## src/rtl/pbus_ctrl_pkg.sv

```systemverilog
package pbus_ctrl_pkg;
  localparam int WORD_W = 12;
  localparam int SEL_W  = 2;

  localparam logic [SEL_W-1:0] SEL_CRA = 2'b00;
  localparam logic [SEL_W-1:0] SEL_CRB = 2'b01;

  localparam int B_RESET  = 0;
  localparam int B_SYNC   = 1;
  localparam int B_RWMODE = 6;
  localparam int B_RDBK   = 9;

  localparam logic [WORD_W-1:0] CRA_DEFAULT = 12'h000;
  localparam logic [WORD_W-1:0] CRB_DEFAULT = 12'h430;

  typedef enum logic [1:0] {
    RB_CRA  = 2'd0,
    RB_CRB  = 2'd1,
    RB_DATA = 2'd2
  } rb_state_e;
endpackage

```

## src/rtl/pbus_strobe_sync.sv

```systemverilog
module pbus_strobe_sync #(
  parameter int N      = 3,
  parameter int STAGES = 2
) (
  input  logic         clk,
  input  logic         rst_n,
  input  logic [N-1:0] pin_n,
  output logic [N-1:0] lvl,
  output logic [N-1:0] rise,
  output logic [N-1:0] fall
);
  localparam int LAST = STAGES - 1;

  for (genvar g = 0; g < N; g++) begin : g_pin
    logic [STAGES-1:0] chain_q;
    logic              prev_q;

    always_ff @(posedge clk or negedge rst_n) begin
      if (!rst_n) begin
        chain_q <= '1;
        prev_q  <= 1'b1;
      end else begin
        chain_q <= {chain_q[STAGES-2:0], pin_n[g]};
        prev_q  <= chain_q[LAST];
      end
    end

    assign lvl[g]  = chain_q[LAST];
    assign rise[g] = chain_q[LAST] & ~prev_q;
    assign fall[g] = ~chain_q[LAST] & prev_q;
  end
endmodule

```

## src/rtl/pbus_regfile.sv

```systemverilog
module pbus_regfile
  import pbus_ctrl_pkg::*;
(
  input  logic              clk,
  input  logic              rst_n,
  input  logic              wr_evt,
  input  logic [WORD_W-1:0] wdata,
  output logic [WORD_W-1:0] cra_q,
  output logic [WORD_W-1:0] crb_q,
  output logic              sync_q,
  output logic              crb_wr
);
  logic [SEL_W-1:0]  sel;
  logic              hit_a;
  logic              hit_b;
  logic              reg_en;
  logic [WORD_W-1:0] cra_d;
  logic [WORD_W-1:0] crb_d;
  logic              sync_d;

  always_comb begin
    sel    = wdata[WORD_W-1 -: SEL_W];
    hit_b  = wr_evt && (sel == SEL_CRB);
    hit_a  = wr_evt && (sel == SEL_CRA) && !crb_q[B_RESET];
    reg_en = hit_a | hit_b;
    cra_d  = cra_q;
    crb_d  = crb_q;
    if (hit_b) begin
      if (wdata[B_RESET]) begin
        cra_d          = CRA_DEFAULT;
        crb_d          = CRB_DEFAULT;
        crb_d[B_RESET] = 1'b1;
      end else begin
        crb_d          = wdata;
        crb_d[B_SYNC]  = 1'b0;
      end
    end else if (hit_a) begin
      cra_d = wdata;
    end
    sync_d = hit_b & wdata[B_SYNC];
  end

  always_ff @(posedge clk or negedge rst_n) begin
    if (!rst_n) begin
      cra_q  <= CRA_DEFAULT;
      crb_q  <= CRB_DEFAULT;
      sync_q <= 1'b0;
    end else begin
      if (reg_en) begin
        cra_q <= cra_d;
        crb_q <= crb_d;
      end
      sync_q <= sync_d;
    end
  end

  assign crb_wr = hit_b;
endmodule

```

## src/rtl/pbus_readback.sv

```systemverilog
module pbus_readback
  import pbus_ctrl_pkg::*;
(
  input  logic              clk,
  input  logic              rst_n,
  input  logic              rd_evt,
  input  logic              rb_en,
  input  logic              rb_restart,
  input  logic [WORD_W-1:0] cra,
  input  logic [WORD_W-1:0] crb,
  input  logic [WORD_W-1:0] conv_data,
  output logic [WORD_W-1:0] rdata_q
);
  rb_state_e         state_q;
  rb_state_e         state_d;
  logic [WORD_W-1:0] rdata_d;
  logic              st_en;

  always_comb begin
    state_d = state_q;
    rdata_d = rdata_q;
    if (rd_evt) begin
      if (rb_en) begin
        unique case (state_q)
          RB_CRA: begin
            rdata_d = cra;
            state_d = RB_CRB;
          end
          RB_CRB: begin
            rdata_d = crb;
            state_d = RB_DATA;
          end
          default: rdata_d = conv_data;
        endcase
      end else begin
        rdata_d = conv_data;
      end
    end
    if (rb_restart) begin
      state_d = RB_CRA;
    end
    st_en = rd_evt | rb_restart;
  end

  always_ff @(posedge clk or negedge rst_n) begin
    if (!rst_n) begin
      state_q <= RB_CRA;
      rdata_q <= '0;
    end else begin
      if (st_en) begin
        state_q <= state_d;
      end
      if (rd_evt) begin
        rdata_q <= rdata_d;
      end
    end
  end
endmodule

```

## src/rtl/pbus_ctrl_if.sv

```systemverilog
module pbus_ctrl_if
  import pbus_ctrl_pkg::*;
#(
  parameter int SYNC_STAGES = 2,
  parameter int RST_STAGES  = 2
) (
  input  logic              clk,
  input  logic              rst_n,
  input  logic              rd_n,
  input  logic              wr_n,
  input  logic              cs_n,
  input  logic [WORD_W-1:0] wdata,
  input  logic [WORD_W-1:0] conv_data,
  output logic [WORD_W-1:0] rdata,
  output logic [WORD_W-1:0] cr0_q,
  output logic [WORD_W-1:0] cr1_q,
  output logic              dev_rst,
  output logic              sync_rst
);
  localparam int NPIN  = 3;
  localparam int P_RD  = 0;
  localparam int P_WR  = 1;
  localparam int P_CS  = 2;

  logic [RST_STAGES-1:0] rst_chain_q;
  logic                  irst_n;

  always_ff @(posedge clk or negedge rst_n) begin
    if (!rst_n) begin
      rst_chain_q <= '0;
    end else begin
      rst_chain_q <= {rst_chain_q[RST_STAGES-2:0], 1'b1};
    end
  end
  assign irst_n = rst_chain_q[RST_STAGES-1];

  logic [NPIN-1:0] pin_lvl;
  logic [NPIN-1:0] pin_rise;
  logic [NPIN-1:0] pin_fall;

  pbus_strobe_sync #(
    .N      (NPIN),
    .STAGES (SYNC_STAGES)
  ) u_sync (
    .clk   (clk),
    .rst_n (irst_n),
    .pin_n ({cs_n, wr_n, rd_n}),
    .lvl   (pin_lvl),
    .rise  (pin_rise),
    .fall  (pin_fall)
  );

  logic combined;
  logic wr_evt;
  logic rd_evt;
  logic crb_wr;

  always_comb begin
    combined = cr1_q[B_RWMODE];
    if (combined) begin
      wr_evt = pin_rise[P_CS] & ~pin_lvl[P_WR];
      rd_evt = pin_fall[P_CS] &  pin_lvl[P_WR];
    end else begin
      wr_evt = pin_rise[P_WR];
      rd_evt = pin_fall[P_RD];
    end
  end

  pbus_regfile u_regs (
    .clk    (clk),
    .rst_n  (irst_n),
    .wr_evt (wr_evt),
    .wdata  (wdata),
    .cra_q  (cr0_q),
    .crb_q  (cr1_q),
    .sync_q (sync_rst),
    .crb_wr (crb_wr)
  );

  pbus_readback u_rdbk (
    .clk        (clk),
    .rst_n      (irst_n),
    .rd_evt     (rd_evt),
    .rb_en      (cr1_q[B_RDBK]),
    .rb_restart (crb_wr),
    .cra        (cr0_q),
    .crb        (cr1_q),
    .conv_data  (conv_data),
    .rdata_q    (rdata)
  );

  assign dev_rst = cr1_q[B_RESET];
endmodule

```

## config.mk

```make
export PLATFORM = sky130hd
export DESIGN_NAME = pbus_ctrl_if
export DESIGN_NICKNAME = d
export VERILOG_FILES = /design/src/rtl/pbus_ctrl_pkg.sv /design/src/rtl/pbus_strobe_sync.sv /design/src/rtl/pbus_regfile.sv /design/src/rtl/pbus_readback.sv /design/src/rtl/pbus_ctrl_if.sv
export SDC_FILE = /design/constraint.sdc
export NUM_CORES = 1
export LEC_CHECK = 0
export BUFFER_PORTS_ARGS = -buffer_cell sky130_fd_sc_hd__clkbuf_2
export CAP_MARGIN = 20
export CORE_ASPECT_RATIO = 1.2
export CORE_UTILIZATION = 30
export CTS_BUF_LIST = sky130_fd_sc_hd__clkbuf_4
export CTS_CLUSTER_DIAMETER = 30
export DETAILED_ROUTE_END_ITERATION = 10
export RECOVER_POWER = 50
export SLEW_MARGIN = 20
export SYNTH_ARGS = -nofsm -noshare
export SYNTH_HDL_FRONTEND = slang
export SYNTH_SLANG_ARGS = --single-unit
```

## constraint.sdc

```tcl
create_clock -name clk -period 1.8 [get_ports clk]
set_clock_uncertainty 0.05 [all_clocks]
set_input_delay 0 -clock clk [delete_from_list [all_inputs] [get_ports clk]]
set_output_delay 0 -clock clk [all_outputs]
set_load 0.01 [all_outputs]
```

Word-level counts from Yosys, hierarchy flattened

Index checks and enable logic that the tools add are counted.

Register bits after elaboration: 50
Logic and storage cells: 54

Equality and inequality tests: 3
Reductions and logical operators: 13
Bitwise logic cells: 14
Muxes and demuxes: 12

Operator list:

| kind                                                            | number |
|---|---|
| 12-bit 2-to-1 mux                                               | 5 |
| 12-bit case mux with 2 select lines                             | 1 |
| 1-bit AND                                                       | 7 |
| 2-bit 2-to-1 mux                                                | 3 |
| 2-bit nonzero test                                              | 3 |
| 1-bit inverter                                                  | 5 |
| 2-bit by 1-bit == test with 1-bit output, second input constant | 2 |
| 2-bit logical NOT                                               | 2 |
| 2-bit case mux with 2 select lines                              | 1 |
| 4-bit AND reduction                                             | 1 |
| 1-bit logical AND                                               | 3 |
| 3-bit AND reduction                                             | 1 |
| 3-bit nonzero test                                              | 1 |
| 1-bit 2-to-1 mux                                                | 2 |
| 2-bit != test, second input constant                            | 1 |
| 1-bit OR                                                        | 2 |
| 2-bit AND reduction                                             | 1 |
| 1-bit logical NOT                                               | 1 |

Longest topological paths before layout

Depth after elaboration: 8
Gate-level depth with buffers: 5
Mapped depth without buffers: 3

Cells and area by module

Synthesis repeated with hierarchy kept, for this count alone.

Cells, all modules: 180
Area total of the unflattened synthesis: 2,139.6 um^2

By module, submodules not included:

| module           | instances | cells an instance | sequential area each (um^2) | area each (um^2) |
|---|---|---|---|---|
| pbus_regfile     | 1         | 78                | 604.3                       | 957.2 |
| pbus_readback    | 1         | 74                | 350.3                       | 794.5 |
| pbus_strobe_sync | 1         | 18                | 236.5                       | 296.5 |
| pbus_ctrl_if     | 1         | 10                | 50.0                        | 91.3 |

Worst setup path after synthesis

OpenSTA, ideal clock, no wires.

Path type: register to register
Start point: register u_rdbk.state_q[0]
End point: register u_rdbk.rdata_q[10]
Period minus slack after synthesis: 1,885 ps
Setup time: 125 ps
Path slack: -85 ps
Data required time: 1,625 ps
Arrival time: 1,711 ps
Buffers on the path: 2
Cell stages (with the launch flop): 6
Cells stage by stage: dfrtp_1 -> clkbuf_1 -> buf_1 -> mux2_2 -> mux2_2 -> mux2_2

Cells in the longest elaborated chain, start to end: 3
Elaborated cells between the ends (all ways): 4
Those cells by class: eq/ne: 1; mux: 2; reduce/logical: 1

RTL lines:

| item                                                                          | RTL line            | text |
|---|---|---|
| start: declaration                                                            | pbus_readback.sv:14 | `rb_state_e state_q;` |
| start signal: assignment                                                      | pbus_readback.sv:51 | `state_q <= state_d;` |
| 2-bit by 1-bit == test with 1-bit output or 2-bit logical NOT (tied branches) | pbus_readback.sv:24 | `unique case (state_q)` |
| 12-bit case mux with 2 select lines *                                         | pbus_readback.sv:24 |  |
| 12-bit 2-to-1 mux *                                                           | pbus_readback.sv:23 | `if (rb_en) begin` |
| end signal: assignment                                                        | pbus_readback.sv:54 | `rdata_q <= rdata_d;` |
| end: declaration                                                              | pbus_readback.sv:12 | `output logic [WORD_W-1:0] rdata_q` |

Every way passes the cells marked *; elsewhere a longest branch is shown, timed or not.
A chain may end at the register's enable or synchronous reset.

Worst setup path after layout

Start point: register u_sync.g_pin[1].chain_q[1]
End point: register u_regs.cra_q[8]

Cells in the longest elaborated chain, start to end: 7
Elaborated cells between the ends (all ways): 12
Those cells by class: eq/ne: 1; mux: 2; bitwise: 4; reduce/logical: 5

RTL lines:

| item                                                     | RTL line               | text |
|---|---|---|
| start: declaration                                       | pbus_strobe_sync.sv:15 | `logic [STAGES-1:0] chain_q;` |
| start signal: assignment                                 | pbus_strobe_sync.sv:23 | `chain_q <= {chain_q[STAGES-2:0], pin_n[g]};` |
| 1-bit inverter                                           | --                     |  |
| 1-bit AND                                                | pbus_ctrl_if.sv:61     | `wr_evt = pin_rise[P_CS] & ~pin_lvl[P_WR];` |
| 1-bit 2-to-1 mux *                                       | pbus_ctrl_if.sv:60     | `if (combined) begin` |
| 1-bit logical AND (2 in a row)                           | pbus_regfile.sv:24     | `hit_a = wr_evt && (sel == SEL_CRA) && !crb_q[B_RESET];` |
| 2-bit nonzero test (no line) or 1-bit OR (tied branches) | --                     |  |
| 3-bit AND reduction (no line)                            | --                     |  |
| end signal: assignment                                   | pbus_regfile.sv:50     | `cra_q <= cra_d;` |
| end: declaration                                         | pbus_regfile.sv:8      | `output logic [WORD_W-1:0] cra_q,` |

Marks and branches as above.

==> results_dict.tcl <==
set metrics [dict create \
    grt_use_met2 0.231 \
    layout_common_cells "clkbuf_2 (66), dfrtp_1 (36), mux2_2 (35)" \
    nFillCells 699 \
    final_common_cell "clkbuf_2" \
    ioPinCount 67 \
    yosysTopAreaCell "dfrtp_1" \
    grt_pass1_vias 1569 \
    worst_pin_slew_ns 0.687 \
    ys_ff_latch 49 \
    cts_buffers 5 \
    power_mw 3.62 \
    core_sq_um 6850 \
    criticalPathCategory "flop to flop" \
    cp-start-kind "flop" \
    pre_cts_slack_ns -0.0509 \
    nets 290 \
    cts_sinks 49 \
    seq_area_sq_um 1240 \
    cts_tree "yes" \
    start_util 0.312 \
    grt_usage 0.144 \
    hold-path-endpoint "u_regs.cra_q[2]" \
    synth_edf_count 0 \
    drtAntennaViolNets 0 \
    yosysSeqAreaShare 0.581 \
    hold_path.class "input pin to flop" \
    fp.dieH_um 94.4 \
    synthCells 155 \
    period_minus_slack_ns 1.84 \
    reg2reg_from "u_sync.g_pin[1].chain_q[1]" \
    critPathCaptureType "flop" \
    reg2reg_depth 4 \
    wl_per_cell_um 14.5 \
    clk_pin_slew_ns 0.15 \
    die_w_um 79.0 \
    syn_area_per_cell_sq_um 13.8 \
    fin_cells 350 \
    clk_latency_ns 0.36 \
    fmax_mhz 545 \
    busiest_layer "met2" \
    outcome "finished, violations left" \
    rr_endpoint "u_regs.cra_q[8]" \
    port_buffers 65 \
    cts_root_buf "clkbuf_4" \
    final_max_slew_viol_count 0 \
    synth.distinct_cells 35 \
    post_drt_via_cell_ratio 4.56 \
    async_flop_share 1.00 \
    hold_violations 0 \
    min_path_cells 4 \
    fin_crit_sh 1.02 \
    reg2reg_setup_slack_ns -0.04 \
    antenna_found_initial 1 \
    cts_max_level 2 \
    vias 1597 \
    cp.required_ns 2.01 \
    placedCellCount 311 \
    area_delta_synth_final_pct 41.6 \
    place.gp.congestion 0.706 \
    rsz0062_at_grt "true" \
    ir_worst_vdd_v 0.000545 \
    p_leak_nw 1.45 \
    slew_headroom 0.542 \
    hold_start "wdata[11]" \
    cp_max_fo 12 \
    grt_max_degree 28 \
    synth_top_area_frac 0.434 \
    grt_pass1_wl_um 7990 \
    drtIter0Drc 57 \
    worstPathArrival_ns 2.04 \
    power_density_nw_per_um2 1200 \
    gr-total-overflow 0 \
    drive_above_1_share 0.557 \
    fin_util 0.441 \
    grtUsageMet1 0.185 \
    die-area_sq_um 7460 \
    synth_area_sq_um 2140 \
    clock_path_buffers 2 \
    drc 0 \
    violations "setup timing" \
    hpwl_um 3560 \
    multiInputGateArea_sq_um 836 \
    synthTopCellsByArea "dfrtp_1 (43%), mux2_2 (20%), dfstp_2 (15%), a22o_1 (4.1%), nor2b_1 (2.6%)" \
    dr.pass1.iters 4 \
    layout_setup_ws_ns -0.0364 \
    synth_ff_type "dfrtp_1" \
    synth_fp_nets 184 \
    drv_cap 0 \
    setup-violations-final 10 \
    rows 33 \
    wl_um 5090 \
    gr-usage-met3 0.0242 \
    yosys_warnings 0 \
]
## report_power, final
group / switching [mW] / internal (mW)
logic: 0.555 / 0.745
clock network: 0.350 / 0.305
registers: 0.241 / 1.43
## Yosys cell counts (2+ instances only)
library cell,count
dfrtp_1,37
mux2_2,37
dfstp_2,12
a22o_1,10
nor2b_1,9
buf_4,4
nand2_1,4
and2_1,3
clkbuf_1,3
mux2i_1,3
nor2_1,3
a21oi_1,2
buf_2,2
conb_1,2
inv_1,2
nor3_1,2
or2_2,2
## per-stage QoR
| stage | area [sq um] | hold slack (ns) | setup TNS (ns) |
|---|---|---|---|
| floorplan | 2150 | -0.346 | -0.127 |
| global placement | 2650 | -0.264 | -0.176 |
| detailed placement | 2650 | -0.259 | -0.381 |
| CTS | 3030 | 0.0955 | -0.224 |
| global route | 3020 | 0.105 | -0.591 |
| finish | 3020 | 0.109 | -0.227 |
## cells by family after synthesis
family,count (synthesis),synth area share
AO/OA/AOI/OAI,18,0.0738
other,2,0.00352
flip-flops,49,0.581
buffers and inverters,13,0.0346
multiplexers,40,0.209
AND/OR/NAND/NOR,33,0.0978
## final cells by class
type	instances	share of cell area
antenna	1	0.000827
clock inverter	2	0.0112
tap	87	0.0360
sequential	49	0.411
multi-input combinational	93	0.276
clock buffer	6	0.0149
inverter	2	0.00248
timing repair buffer	110	0.247
## state kept, by name (all words and copies together) (netlist names)
signal / count
rst_chain_q: 2
u_rdbk.rdata_q: 12
u_rdbk.state_q: 2
u_regs.cra_q: 12
u_regs.crb_q: 11
u_regs.sync_q: 1
u_sync.g_pin.chain_q: 6
u_sync.g_pin.prev_q: 3
## routing by layer
metal	routed length [um]	vias up
li1	-	763
met2	2460	51
met1	2270	775
met3	248	8
met4	114	0
met5	0	-
## timing repair
item                       CTS  global route
gates resized for setup      1             3
gates cloned                 0             0
buffers inserted             3             0
hold buffers                27             0
setup endpoints to repair   11            15
hold endpoints to repair    35             0
## worst max path at each step
stage	startpoint	endpoint	slack, ns	depth (start not counted)
final	u_sync.g_pin[1].chain_q[1]	u_regs.cra_q[8]	-0.04	4
after detailed placement	u_sync.g_pin[1].chain_q[1]	u_regs.cra_q[3]	-0.05	4
after global routing	u_sync.g_pin[1].chain_q[1]	u_regs.cra_q[8]	-0.08	4
after floorplan	u_sync.g_pin[1].chain_q[1]	u_regs.cra_q[2]	-0.02	4
after CTS	u_sync.g_pin[1].chain_q[1]	u_regs.cra_q[8]	-0.04	4
after global placement	u_sync.g_pin[1].chain_q[1]	u_regs.cra_q[3]	-0.02	4
## critical path: stages, from the launching register on
cell     delay, ns
dfstp_2       0.56
or3b_4        0.40
a221o_1       0.34
buf_6         0.15
a22o_1        0.22
Power figures use the tool's default switching activity.
